--- config.mk ---
export PLATFORM = sky130hd
export DESIGN_NAME = owire_rom_slave
export DESIGN_NICKNAME = d
export VERILOG_FILES = /design/src/rtl/owr_pkg.sv /design/src/rtl/owr_line_sync.sv /design/src/rtl/owr_low_timer.sv /design/src/rtl/owr_id_source.sv /design/src/rtl/owire_rom_slave.sv
export SDC_FILE = /design/constraint.sdc
export NUM_CORES = 1
export LEC_CHECK = 0
export BUFFER_PORTS_ARGS = -buffer_cell sky130_fd_sc_hd__buf_2
export CAP_MARGIN = 10
export CORE_ASPECT_RATIO = 2
export CORE_MARGIN = 2
export CORE_UTILIZATION = 57
export DETAILED_ROUTE_END_ITERATION = 10
export PLACE_DENSITY = 0.76
export SYNTH_ARGS = -nofsm -noshare
export SYNTH_HDL_FRONTEND = slang
export SYNTH_HIERARCHICAL = 1
export SYNTH_SLANG_ARGS = --single-unit
--- constraint.sdc ---
create_clock -name clk -period 2.6 [get_ports clk]
set_input_delay 0.52 -clock clk [delete_from_list [all_inputs] [get_ports clk]]
set_output_delay 0.52 -clock clk [all_outputs]
set_load 0.005 [all_outputs]
--- src/rtl/owr_pkg.sv ---
package owr_pkg;
    typedef enum logic [2:0] {
        ST_IDLE = 3'd0,
        ST_PRES = 3'd1,
        ST_CMD  = 3'd2,
        ST_TXW  = 3'd3,
        ST_TXL  = 3'd4,
        ST_MUTE = 3'd5
    } owr_state_e;

    localparam logic [7:0] CMD_ID_READ = 8'h33;
endpackage

--- src/rtl/owr_line_sync.sv ---
module owr_line_sync #(
    parameter int STAGES = 2
) (
    input  logic clk,
    input  logic rst_n,
    input  logic line_raw,
    output logic line_s,
    output logic line_fall,
    output logic line_rise
);
    logic [STAGES-1:0] chain_q;
    logic              prev_q;

    always_ff @(posedge clk or negedge rst_n) begin
        if (!rst_n) begin
            chain_q <= '1;
            prev_q  <= 1'b1;
        end else begin
            chain_q <= {chain_q[STAGES-2:0], line_raw};
            prev_q  <= chain_q[STAGES-1];
        end
    end

    assign line_s    = chain_q[STAGES-1];
    assign line_fall = prev_q & ~line_s;
    assign line_rise = ~prev_q & line_s;
endmodule

--- src/rtl/owr_low_timer.sv ---
module owr_low_timer #(
    parameter int CNT_W = 16
) (
    input  logic             clk,
    input  logic             rst_n,
    input  logic             line_s,
    input  logic             line_fall,
    input  logic             self_drive,
    output logic [CNT_W-1:0] low_len,
    output logic             tainted
);
    localparam logic [CNT_W-1:0] SAT = '1;

    logic [CNT_W-1:0] cnt_q;
    logic             taint_q;

    always_ff @(posedge clk or negedge rst_n) begin
        if (!rst_n) begin
            cnt_q   <= '0;
            taint_q <= 1'b0;
        end else if (line_fall) begin
            cnt_q   <= CNT_W'(1);
            taint_q <= self_drive;
        end else if (!line_s) begin
            if (cnt_q != SAT) cnt_q <= cnt_q + 1'b1;
            if (self_drive) taint_q <= 1'b1;
        end
    end

    assign low_len = cnt_q;
    assign tainted = taint_q | self_drive;
endmodule

--- src/rtl/owr_id_source.sv ---
module owr_id_source #(
    parameter int          ID_BITS = 64,
    parameter logic [63:0] ROM_ID  = 64'hC400_0009_7D79_0401,
    localparam int         IDX_W   = $clog2(ID_BITS)
) (
    input  logic [IDX_W-1:0] idx,
    output logic             id_bit
);
    assign id_bit = ROM_ID[idx];
endmodule

--- src/rtl/owire_rom_slave.sv ---
module owire_rom_slave #(
    parameter int          CNT_W     = 16,
    parameter int          RST_MIN   = 256,
    parameter int          PRES_LEN  = 120,
    parameter int          BIT_SPLIT = 30,
    parameter int          TX0_LEN   = 15,
    parameter int          ID_BITS   = 64,
    parameter logic [63:0] ROM_ID    = 64'hC400_0009_7D79_0401
) (
    input  logic clk,
    input  logic rst_n,
    input  logic bus_in,
    output logic bus_pull,
    output logic rom_done
);
    import owr_pkg::*;

    localparam int               IDX_W     = $clog2(ID_BITS);
    localparam logic [CNT_W-1:0] RST_C     = CNT_W'(RST_MIN);
    localparam logic [CNT_W-1:0] SPLIT_C   = CNT_W'(BIT_SPLIT);
    localparam logic [CNT_W-1:0] PRES_LAST = CNT_W'(PRES_LEN - 1);
    localparam logic [CNT_W-1:0] TX0_LAST  = CNT_W'(TX0_LEN - 1);
    localparam logic [IDX_W-1:0] IDX_LAST  = IDX_W'(ID_BITS - 1);

    owr_state_e       state_q, state_d;
    logic [CNT_W-1:0] tmr_q, tmr_d;
    logic [2:0]       nbit_q, nbit_d;
    logic [7:0]       cmd_q, cmd_d;
    logic [IDX_W-1:0] idx_q, idx_d;
    logic             done_q, done_d;

    logic             line_s, line_fall, line_rise;
    logic [CNT_W-1:0] low_len;
    logic             low_tainted;
    logic             id_bit;
    logic             rx_bit;
    logic [7:0]       cmd_next;

    owr_line_sync #(.STAGES(2)) u_sync (
        .clk(clk), .rst_n(rst_n), .line_raw(bus_in),
        .line_s(line_s), .line_fall(line_fall), .line_rise(line_rise)
    );

    owr_low_timer #(.CNT_W(CNT_W)) u_timer (
        .clk(clk), .rst_n(rst_n), .line_s(line_s), .line_fall(line_fall),
        .self_drive(bus_pull), .low_len(low_len), .tainted(low_tainted)
    );

    owr_id_source #(.ID_BITS(ID_BITS), .ROM_ID(ROM_ID)) u_id (
        .idx(idx_q), .id_bit(id_bit)
    );

    assign rx_bit   = (low_len < SPLIT_C);
    assign cmd_next = {rx_bit, cmd_q[7:1]};

    // next-state and datapath
    always_comb begin
        state_d = state_q;
        tmr_d   = tmr_q;
        nbit_d  = nbit_q;
        cmd_d   = cmd_q;
        idx_d   = idx_q;
        done_d  = 1'b0;
        if (line_rise && (low_len >= RST_C) && (state_q != ST_PRES)) begin
            state_d = ST_PRES;          // reset-detect
            tmr_d   = '0;
        end else begin
            unique case (state_q)
                ST_IDLE: ;
                ST_PRES: begin
                    if (tmr_q == PRES_LAST) begin
                        state_d = ST_CMD;   // presence-done
                        nbit_d  = '0;
                        cmd_d   = '0;
                    end else begin
                        tmr_d = tmr_q + 1'b1;
                    end
                end
                ST_CMD: begin
                    if (line_rise && !low_tainted) begin
                        cmd_d  = cmd_next;
                        nbit_d = nbit_q + 1'b1;
                        if (nbit_q == 3'd7) begin
                            idx_d   = '0;
                            state_d = (cmd_next == CMD_ID_READ) ? ST_TXW : ST_MUTE;
                        end
                    end
                end
                ST_TXW: begin
                    if (line_fall) begin
                        if (!id_bit) begin
                            state_d = ST_TXL;   // slot-zero
                            tmr_d   = '0;
                        end else if (idx_q == IDX_LAST) begin
                            state_d = ST_IDLE;  // last-bit
                            done_d  = 1'b1;
                        end else begin
                            idx_d = idx_q + 1'b1;
                        end
                    end
                end
                ST_TXL: begin
                    if (tmr_q == TX0_LAST) begin
                        if (idx_q == IDX_LAST) begin
                            state_d = ST_IDLE;
                            done_d  = 1'b1;
                        end else begin
                            state_d = ST_TXW;   // zero-done
                            idx_d   = idx_q + 1'b1;
                        end
                    end else begin
                        tmr_d = tmr_q + 1'b1;
                    end
                end
                ST_MUTE: ;
                default: state_d = ST_IDLE;
            endcase
        end
    end

    // state register
    always_ff @(posedge clk or negedge rst_n) begin
        if (!rst_n) begin
            state_q <= ST_IDLE;
            tmr_q   <= '0;
            nbit_q  <= '0;
            cmd_q   <= '0;
            idx_q   <= '0;
            done_q  <= 1'b0;
        end else begin
            state_q <= state_d;
            tmr_q   <= tmr_d;
            nbit_q  <= nbit_d;
            cmd_q   <= cmd_d;
            idx_q   <= idx_d;
            done_q  <= done_d;
        end
    end

    // outputs
    always_comb begin
        bus_pull = (state_q == ST_PRES) || (state_q == ST_TXL);
        rom_done = done_q;
    end
endmodule

# [Word-level counts from Yosys, hierarchy flattened]
# Memories as Yosys holds them, arrays and structs flattened.
# Index checks and enable logic that the tools add are counted.
[totals] memories=1 romBits=64 elab_cells=114 inputBits=3 out_inout_bits=2 regBits=57
[memory_table] memory="(name not given)" words=64 word_bits=1 rd=1 rd_clocked_by_memory_dff=0 wr=0 line="owr_id_source.sv:9" source="assign id_bit = ROM_ID[idx];"
[op_classes] n_eq_ne=29 reduce_logical=18 n_lt_le_gt_ge=3 n_addsub=4 bitwise=6 muxes=43
[ops] operator="two-way mux 16 bit" count=8
[ops] operator="case mux 16 bit (3 select lines)" count=1
[ops] operator="two-way mux 6 bit" count=6
[ops] operator="two-way mux 3 bit" count=11
[ops] operator="adder 16 x 1 -> 16 bit (second input constant)" count=2
[ops] operator="inequality test 3 bit (second input constant)" count=8
[ops] operator="case mux 6 bit (3 select lines)" count=1
[ops] operator="equality test 16 x 4 -> 1 bit (second input constant)" count=1
[ops] operator="equality test 16 x 7 -> 1 bit (second input constant)" count=1
[ops] operator=">= comparator 16 x 9 -> 1 bit (second input constant)" count=1
[ops] operator="less-than comparator 16 x 5 -> 1 bit (second input constant)" count=1
[ops] operator="two-way mux 8 bit" count=2
[ops] operator="inequality test 16 bit (second input constant)" count=1
[ops] operator="case mux 8 bit (2 select lines)" count=1
[ops] operator="case mux 3 bit (5 select lines)" count=1
[ops] operator="inequality test 2 bit (second input constant)" count=7
[ops] operator="AND reduction 7 bit" count=2
[ops] operator="equality test 3 bit (second input constant)" count=3
[ops] operator="two-way mux 1 bit" count=9
[ops] operator="equality test 8 x 6 -> 1 bit (second input constant)" count=1
[ops] operator="less-than comparator 6 x 7 -> 1 bit (second input constant)" count=1
[ops] operator="adder 6 x 1 -> 6 bit (second input constant)" count=1
[ops] operator="equality test 3 x 2 -> 1 bit (second input constant)" count=2
[ops] operator="equality test 6 bit (second input constant)" count=1
[ops] operator="other kinds (22)" count=30

# [Depth between registers and ports, before layout]
# Gate-level depths: netlist of run 1.
[depth] ltp_word=8 ltp_mapped=12 depth_no_buf=11

# [By module]
# The synthesis of run 1 kept the hierarchy.
[modules_own_cells] mod="owire_rom_slave" seq_area_each_um2=900.9 n_inst=1 area_per_inst_um2=2412.3 cells_each=258
[modules_own_cells] mod="owr_low_timer" seq_area_each_um2=425.4 n_inst=1 area_per_inst_um2=922.1 cells_each=95
[modules_own_cells] mod="owr_id_source" seq_area_each_um2=0.0 n_inst=1 area_per_inst_um2=145.1 cells_each=20
[modules_own_cells] mod="owr_line_sync" seq_area_each_um2=78.8 n_inst=1 area_per_inst_um2=93.8 cells_each=5

# [Worst setup path before layout of run 1]
# OpenSTA, ideal clock, no wires.
[synth_timing] kind="reg2reg" from="reg idx_q[0]" to="reg idx_q[0]" t_required_ns=2.475 period_less_slack_ns=2.799 n_path_buf=1 setup_ns=0.125 stages_incl_launch_ff=12 arrival_ns=2.674 setup_slack_ns=-0.199 path_cell_list="dfrtp_1 -> inv_1 -> ha_1 -> o41ai_1 -> a31oi_1 -> o32ai_1 -> nand2_1 -> a22oi_1 -> o211ai_1 -> or3_1 -> buf_2 -> mux2_4"
[synth_via] elab_cells_between_ends=11 classes_between="1 x add/sub; 2 x eq/ne; 6 x mux; 1 x reduce/logical; 1 x memory"
[synth_rtl] item="start: declaration" line="owire_rom_slave.sv:29" source="logic [IDX_W-1:0] idx_q, idx_d;"
[synth_rtl] item="start signal: assignment" line="owire_rom_slave.sv:135" source="idx_q <= idx_d;"
[synth_rtl] item="memory read (64 x 1 bit)"
[synth_rtl] item="two-way mux 1 bit (not written as such)" line="owr_id_source.sv:9"
[synth_rtl] item="named net id_bit" line="owire_rom_slave.sv:35" source="logic id_bit;"
[synth_rtl] item="inequality test 2 bit (no line)"
[synth_rtl] item="AND reduction 7 bit (no line)"
# The timed path passes the listed nets, and every way through them passes these cells. The select of a mux whose other input is x is not followed.
# A chain may end at the register's enable or synchronous reset.

# [Worst setup path after layout of run 1]
[layout_timing] from="reg idx_q[1]" to="reg idx_q[1]"
# Same word-level chain as after synthesis.

==> results.toml, run 1 <==
[synth]
yosysUniqueCellTypes = 66
synthAdderAreaFrac = 0.0350
synth_area_mm2 = 0.00357
yosysWarningCount = 6
async_flop_share = 1.00
syn_nets = 391
synthXorXnorAreaFrac = 0.0294
synth_edf_count = 0
synth_cells = 378
yosysSeqAreaShare = 0.393
avgSynthCellArea_um2 = 9.45
synth_ff_type = "dfrtp_1"
yosys.area_share.simple = 0.251
synth-compound-area-share = 0.211
synth_top_family_by_area = "simple AND/OR/NAND/NOR gates"
ys_seq_elements = 56
synthMuxAreaShare = 0.0287

[critical_path]
worst-path-max-fanout = 6
worstSetupEndpointType = "flop"
start_kind = "flop"
worstPathRequired_ns = 2.79
critPathKind = "flop to flop"
crit_arrival_ns = 2.76

[pwr]
powerDensity_mw_per_mm2 = 402
ir_drop_uv = 484
p_leak_uw = 0.00173

[floorplanning]
die_w_um = 60.0
core_area_mm2 = 0.00606
ioPinCount = 5
rows = 40
start_util = 0.590
die_area_mm2 = 0.00696
die_h_um = 116

[cts]
cts_buffers = 5
cts.sinks = 56
root_buffer = "clkbuf_16"
clock_path_buffers = 2
tritoncts = "done"
cts_max_level = 2
clk_latency_ns = 0.30
cts_hold_buffers = 0
path_clk_slew_ns = 0.08

[place]
dp_cells = 484
dpl.hpwl_um = 6410
place.gp.congestion = 0.949
io_buffers = 4

[global_route]
antenna_found_initial = 0
gr-total-overflow = 0
grt_max_degree = 57
grt_pass1_wl_um = 15300
grt_util_all_layers = 0.286
grt_pass1_vias = 3255

[timing]
fin_skew_ns = 0.0117
rsz0062_at_grt = "true"
worstMarginPinSlew_ns = 0.703
finalSetupViolations = 0
layout_min_cycle_time_ns = 2.56
max_freq_mhz = 390
period_share = 0.985
fin_setup_tns_ns = 0
slew_violations = 0
max-slew-margin-rel = 0.525
hold-worst-slack_ns = 0.327
hold_viol = 0

[final_layout]
antenna_cells = 0
finalNonFillerCells = 497
drive_above_1_share = 0.262
area_growth_pct = 21.3
layout_common_cells = "52 x dfrtp_1, 39 x buf_4, 22 x nor2_1"
nNetsFinal = 425
fillers = 455
final_common_cell = "dfrtp_1"

[route]
route.detailed.drc = 0
routed_wl_um = 9250
wl_per_cell_um = 18.6
vias = 3216
antenna_left = 0
dr.pass1.iters = 4
vias_per_cell = 6.47
drt_iter0_drc = 212

[hold_path]
hold_class = "input pin to flop"

[run]
drv_cap = 0

[run_status]
status = "finished, final reports clean"
## timing repair
action                                  CTS  global route
endpoints found under the setup margin    5            25
pin swaps                                 5            20
setup buffers                             3             2
gates resized for setup                  12            26
## per-layer routing
metal	track usage	vias up	wire, um
li1	-	1527	-
met1	0.306	1593	3520
met2	0.522	66	5160
met3	0.0424	30	241
met4	0.136	0	334
met5	0	-	0
## power by group
| group | internal (uW) | total (uW) | switching [uW] |
|---|---|---|---|
| logic | 45.1 | 108 | 62.7 |
| clock network | 386 | 698 | 312 |
| registers | 898 | 936 | 38.6 |
## through the flow
step | instance area, um2 | utilization | setup WS (ns) | power (uW)
detailed placement | 3930 | 0.648 | -0.0587 | 1060
finish | 4340 | 0.716 | 0.0378 | 1740
floorplan | 3630 | - | 0.0120 | 1010
global placement | 3930 | 0.648 | 0.0715 | 1050
CTS | 4160 | 0.687 | -0.0374 | 1760
global route | 4340 | 0.716 | -0.0704 | 1810
## cells in the mapped netlist (5+ instances only)
| cell type | n | area (um2) |
|---|---|---|
| a211oi_1 | 6 | 45.0 |
| a21oi_1 | 15 | 75.1 |
| a22o_1 | 8 | 70.1 |
| a31oi_1 | 10 | 62.6 |
| buf_2 | 6 | 30.0 |
| clkbuf_1 | 10 | 37.5 |
| dfrtp_1 | 53 | 1330 |
| ha_1 | 10 | 125 |
| inv_1 | 18 | 67.6 |
| mux2i_1 | 5 | 50.1 |
| nand2_1 | 20 | 75.1 |
| nand2b_1 | 6 | 37.5 |
| nand3_1 | 19 | 95.1 |
| nand4_1 | 12 | 75.1 |
| nor2_1 | 22 | 82.6 |
| nor2b_1 | 8 | 50.1 |
| nor3_1 | 13 | 65.1 |
| nor4_1 | 7 | 43.8 |
| o21ai_0 | 9 | 45.0 |
| o31ai_1 | 7 | 52.6 |
| o32ai_1 | 5 | 43.8 |
| o41ai_1 | 11 | 96.3 |
| or4_1 | 5 | 37.5 |
| xnor2_1 | 9 | 78.8 |
## worst max-delay path, stage by stage, from the launching register on
cell	delay, ns
dfrtp_1	0.42
inv_2	0.08
buf_6	0.12
ha_4	0.14
mux2i_1	0.15
a311oi_2	0.15
o32ai_4	0.21
nand2_1	0.10
a22oi_1	0.16
o211ai_1	0.14
or3_4	0.46
mux2_4	0.31
## cell families (layout without fill, tap and decap cells)
| family | count (synthesis) | after routing |
|---|---|---|
| mux | 9 | 9 |
| buf+inv | 39 | 74 |
| simple gates | 150 | 150 |
| flops | 56 | 56 |
| fa+ha+maj | 10 | 10 |
| compound gates | 102 | 102 |
| xor+xnor | 12 | 12 |
## flip-flops by register name, indices dropped and copies added, names as in the netlist
signal / count
nbit_q: 3
idx_q: 6
u_timer/low_len: 16
u_timer/taint_q: 1
tmr_q: 16
rom_done: 1
u_sync/prev_q: 1
state_q: 3
u_sync/chain_q: 2
cmd_q: 7
## cell type report
type | instances | area, um2 | share of cell area
Tap cell | 84 | 105 | 0.0242
Multi-Input combinational cell | 283 | 2240 | 0.516
Timing Repair Buffer | 47 | 365 | 0.0843
Clock buffer | 7 | 143 | 0.0329
Sequential cell | 56 | 1410 | 0.324
Clock inverter | 1 | 8.76 | 0.00202
Inverter | 19 | 71.3 | 0.0165
## worst paths after layout
kind	startpoint	endpoint	slack, ns	depth (start not counted)
hold / removal	bus_in	u_sync/chain_q[0]	0.33	1
setup reg to reg	idx_q[1]	idx_q[1]	0.04	11
max in group asynchronous	rst_n	idx_q[0]	1.76	2
min in group asynchronous	rst_n	idx_q[5]	0.35	2
hold reg to reg	u_sync/chain_q[0]	u_sync/chain_q[1]	0.36	0
setup / recovery	idx_q[1]	idx_q[1]	0.04	11
Power figures use the tool's default switching activity.
==> run 2: changes to the inputs <==
--- a/config.mk
+++ b/config.mk
@@ -8,7 +8,6 @@
 export BUFFER_PORTS_ARGS = -buffer_cell sky130_fd_sc_hd__buf_2
 export CAP_MARGIN = 10
 export CORE_ASPECT_RATIO = 2
-export CORE_MARGIN = 2
 export CORE_UTILIZATION = 57
 export DETAILED_ROUTE_END_ITERATION = 10
 export PLACE_DENSITY = 0.76
==> run 2 against run 1 <==
Net effect: the run now ends with design-rule violations left; critical path type unchanged; sequential cell count is the same; sequential share of layout area up 1.2 points; worst setup slack worse by 0.0030 ns; largest power group unchanged; worst hold slack got worse by 0.012 ns.
==> results.toml, run 2 (same netlist as run 1, synthesis figures left out) <==
[run_status]
status = "finished, violations left"
violations = "design-rule violations"

[cts]
cts.sinks = 56
clk_latency_ns = 0.30
path_clk_slew_ns = 0.07
cts_buffers = 5
tritoncts = "done"
cts_max_level = 2
cts_hold_buffers = 0
clock_path_buffers = 2
root_buffer = "clkbuf_16"

[timing]
setup_slack_ns = 0.0348
fin_setup_tns_ns = 0
fin_skew_ns = 0.00515
worstMarginPinSlew_ns = 0.724
period_share = 0.987
finalSetupViolations = 0
rsz0062_at_grt = "true"
hold-worst-slack_ns = 0.315
slew_violations = 0
max_freq_mhz = 390
hold_viol = 0
max-slew-margin-rel = 0.511
layout_min_cycle_time_ns = 2.57

[final_layout]
area_growth_pct = 17.0
seqCellArea_mm2 = 0.00141
finalNonFillerCells = 475
antenna_cells = 0
fin_util = 0.696
drive_above_1_share = 0.233
nNetsFinal = 424
fillers = 488
layout_common_cells = "51 x dfrtp_1, 41 x buf_4, 22 x nor2_1"
multi_input_area_mm2 = 0.00214
final_common_cell = "dfrtp_1"

[floorplanning]
die_area_mm2 = 0.00661
ioPinCount = 5
core_area_mm2 = 0.00601
die_h_um = 114
die_w_um = 58.0
start_util = 0.595
rows = 40

[critical_path]
cpPeakStageDelay_ns = 0.46
cp_num_buf_inv = 1
critPathKind = "flop to flop"
crit_family = "compound AO/OA/AOI/OAI gates"
path_cells = "inv_2, ha_4, nor3_4, a31oi_2, o32ai_4, nand2_1, a22oi_1, o211ai_1, or3_4, mux2_4"
worstPathRequired_ns = 2.79
worstSetupEndpointType = "flop"
worst-path-max-fanout = 6
start_kind = "flop"
cp_slowest_cell = "or3_4"
crit_arrival_ns = 2.75

[route]
drt_iter0_drc = 106
wl_per_cell_um = 18.7
vias = 3189
dr_wl_met2_um = 4950
dr.pass1.iters = 8
met3_length_um = 257
antenna_left = 0
route.detailed.drc = 1
routed_wl_um = 8900
vias_per_cell = 6.71
top_layer = "met4"
wl_met1_um = 3290

[pwr]
p_sw_frac = 0.242
p_int_uw = 1300
p_sw_uw = 415
powerDensity_mw_per_mm2 = 411
pwr-share-seq = 0.544
p_leak_uw = 0.00170
clkPwrFrac = 0.394
comb_power_share = 0.061
ir_drop_uv = 679

[global_route]
grt_pass1_wl_um = 14800
grt_util_all_layers = 0.288
grt_max_degree = 57
antenna_found_initial = 0
gr-total-overflow = 0
grt_pass1_vias = 3271

[place]
place.gp.congestion = 0.917
place_worst_setup_slack_ns = -0.0156
dpl.hpwl_um = 6420
dp_cells = 464
io_buffers = 4

[hold_path]
hold_class = "input pin to flop"

[run]
drv_cap = 0
run 2: cell types whose count changed in the layout (fill, tap and decap cells not counted), sizes merged:
| cell | change |
|---|---|
| buf | -1 |
| clkinvlp | +1 |
| clkbuf | -1 |
run 2: cell type report:
class                           count  area share
Multi-Input combinational cell    283       0.511
Sequential cell                    56       0.337
Timing Repair Buffer               46      0.0811
Clock buffer                        6      0.0308
Tap cell                           63      0.0189
Inverter                           19      0.0177
Clock inverter                      2     0.00389
run 2: power groups by stage:
stage | registers, uW | clock network, uW | logic [uW]
6_report | 935 | 677 | 105
5_1_grt | 940 | 714 | 121
4_1_cts | 933 | 692 | 107
3_5_place_dp | 950 | 0 | 106
3_3_place_gp | 950 | 0 | 102
2_1_floorplan | 942 | 0 | 69.7
run 2: final timing paths:
path                              startpoint                end  slack (ns)  cells past startpoint
max in group asynchronous              rst_n         state_q[2]        1.72                      2
hold / removal                        bus_in  u_sync/chain_q[0]        0.32                      1
setup reg to reg                    idx_q[1]           idx_q[0]        0.03                     10
setup / recovery                    idx_q[1]           idx_q[0]        0.03                     10
min in group asynchronous              rst_n           idx_q[5]        0.35                      2
hold reg to reg            u_sync/chain_q[0]  u_sync/chain_q[1]        0.37                      0
run 2: stage by stage:
| step | cell area [um2] | power [uW] |
|---|---|---|
| floorplan | 3630 | 1010 |
| global placement | 3910 | 1050 |
| detailed placement | 3910 | 1060 |
| CTS | 4090 | 1730 |
| global route | 4180 | 1770 |
| finish | 4180 | 1720 |
run 2: layer usage:
layer,GRT usage,vias to the layer above
met5,0,-
met3,0.0351,36
li1,-,1516
met1,0.307,1543
met2,0.536,94
met4,0.141,0
run 2: what timing repair did:
action	in CTS	in global routing
gates cloned	0	0
pin swaps	3	12
endpoints found under the setup margin	3	19
setup buffers	3	0
resized for setup	3	18
endpoints found under the hold margin	0	0
==> run 3: changes to the inputs <==
--- a/config.mk
+++ b/config.mk
@@ -11,6 +11,8 @@
 export CORE_UTILIZATION = 57
 export DETAILED_ROUTE_END_ITERATION = 10
 export PLACE_DENSITY = 0.76
+export REMOVE_ABC_BUFFERS = 1
+export SLEW_MARGIN = 20
 export SYNTH_ARGS = -nofsm -noshare
 export SYNTH_HDL_FRONTEND = slang
 export SYNTH_HIERARCHICAL = 1
==> run 3 against run 2 <==
Net effect: the flow now finishes without violations; die area is the same; largest power group unchanged; sequential power hardly changed; largest cell class unchanged; highest routed layer unchanged; worst setup slack got worse by 0.030 ns; sequential cell count did not move; register-to-register slack got worse by 0.03 ns; critical path depth increased by 1; critical path type unchanged; clock skew rose by 0.0064 ns.
==> results.toml, run 3 (same netlist as run 1, synthesis figures left out) <==
[floorplanning]
die_h_um = 114
core_area_mm2 = 0.00601
ioPinCount = 5
die_w_um = 58.0
rows = 40
start_util = 0.595
die_area_mm2 = 0.00661

[critical_path]
worstSetupEndpointType = "flop"
timing.rr.end = "tmr_q[14]"
worst-r2r-setup-slack_ns = 0.005
reg2reg_from = "idx_q[1]"
start_kind = "flop"
worst-path-max-fanout = 4
reg2reg_depth = 11
crit_arrival_ns = 2.82
worstPathRequired_ns = 2.82
critPathKind = "flop to flop"

[pwr]
p_sw_uw = 397
clkPwrFrac = 0.395
pwr-share-seq = 0.542
ir_drop_uv = 519
p_leak_uw = 0.00173
p_int_uw = 1330
powerDensity_mw_per_mm2 = 413
p_total_uw = 1730
comb_power_share = 0.063
p_sw_frac = 0.230

[route]
drt_iter0_drc = 173
route.detailed.drc = 0
vias_per_cell = 6.71
antenna_left = 0
vias = 3195
routed_wl_um = 8940
dr.pass1.iters = 4
wl_per_cell_um = 18.8

[final_layout]
layout_common_cells = "53 x dfrtp_1, 39 x buf_4, 22 x nor2_1"
final_common_cell = "dfrtp_1"
nNetsFinal = 425
antenna_cells = 0
area_growth_pct = 17.1
drive_above_1_share = 0.230
finalNonFillerCells = 476
fin_util = 0.696
finalInstanceArea_mm2 = 0.00418

[place]
place.gp.congestion = 0.942
dp_cells = 467
dpl_cell_area_mm2 = 0.00390
dpl.hpwl_um = 6410
io_buffers = 4

[cts]
cts.sinks = 56
path_clk_slew_ns = 0.07
cts_max_level = 2
root_buffer = "clkbuf_16"
clk_latency_ns = 0.30
cts_buffers = 5
cts_hold_buffers = 0
tritoncts = "done"
clock_path_buffers = 2

[global_route]
gr-total-overflow = 0
grt_util_all_layers = 0.294
antenna_found_initial = 0
grt_pass1_vias = 3163
grt_max_degree = 32
grt_pass1_wl_um = 15000

[timing]
period_share = 0.998
slew_violations = 0
worstMarginPinSlew_ns = 0.987
layout_min_cycle_time_ns = 2.59
max-slew-margin-rel = 0.337
finalSetupViolations = 0
hold_viol = 0
rsz0062_at_grt = "true"
fin_skew_ns = 0.0116
fin_setup_tns_ns = 0
max_freq_mhz = 385

[run]
drv_cap = 0

[run_status]
status = "finished, final reports clean"

[hold_path]
hold_class = "input pin to asynchronous set/reset pin"
[run 3: final cells by class]
type                            instances  area, um2
Fill cell                             487       1820
Clock buffer                            8        146
Timing Repair Buffer                   47        375
Tap cell                               63       78.8
Inverter                               19       71.3
Sequential cell                        56       1410
Multi-Input combinational cell        283       2110
[run 3: per-layer routing]
metal | vias up | routed length [um] | global-route usage
met3 | 33 | 247 | 0.0374
met5 | - | 0 | 0
met4 | 0 | 338 | 0.156
li1 | 1527 | - | -
met1 | 1547 | 3460 | 0.324
met2 | 88 | 4900 | 0.532
[run 3: worst max path at each step]
| stage | from | to | cells after the start |
|---|---|---|---|
| 2_1_floorplan | u_sync/prev_q | tmr_q[14] | 6 |
| 5_1_grt | idx_q[1] | idx_q[0] | 10 |
| 6_report | idx_q[1] | tmr_q[14] | 11 |
| 3_3_place_gp | idx_q[0] | tmr_q[14] | 12 |
| 3_5_place_dp | idx_q[1] | idx_q[0] | 10 |
| 4_1_cts | idx_q[1] | idx_q[0] | 10 |
[run 3: power groups by stage]
stage	sequential (uW)	clock [uW]	combinational, uW
2_1_floorplan	942	0	68.8
3_3_place_gp	950	0	105
3_5_place_dp	952	0	109
4_1_cts	936	695	110
5_1_grt	942	722	125
6_report	935	682	109
[run 3: worst max-delay path, cell delays in order, from the launching register on]
cell and delay [ns]:
dfrtp_1 0.43, ha_2 0.20, inv_2 0.05, mux2i_1 0.07, a311oi_2 0.30, o32ai_2 0.14
buf_4 0.16, o32ai_2 0.19, buf_4 0.17, o31ai_4 0.08, or4_4 0.52, a211oi_2 0.22
[run 3: stage by stage]
stage / setup slack (ns) / hold slack, ns
2_1_floorplan: -0.407 / 0.224
3_3_place_gp: 0.0356 / 0.349
3_5_place_dp: -0.0743 / 0.347
4_1_cts: 0.0406 / 0.264
5_1_grt: -0.0958 / 0.301
6_report: 0.00516 / 0.236
[run 3: timing repair]
item                                    4_1_cts  5_1_grt
resized for setup                             8       16
endpoints found under the setup margin        6       11
gates cloned                                  0        0
buffers inserted                              1        1
pin swaps                                     4       15
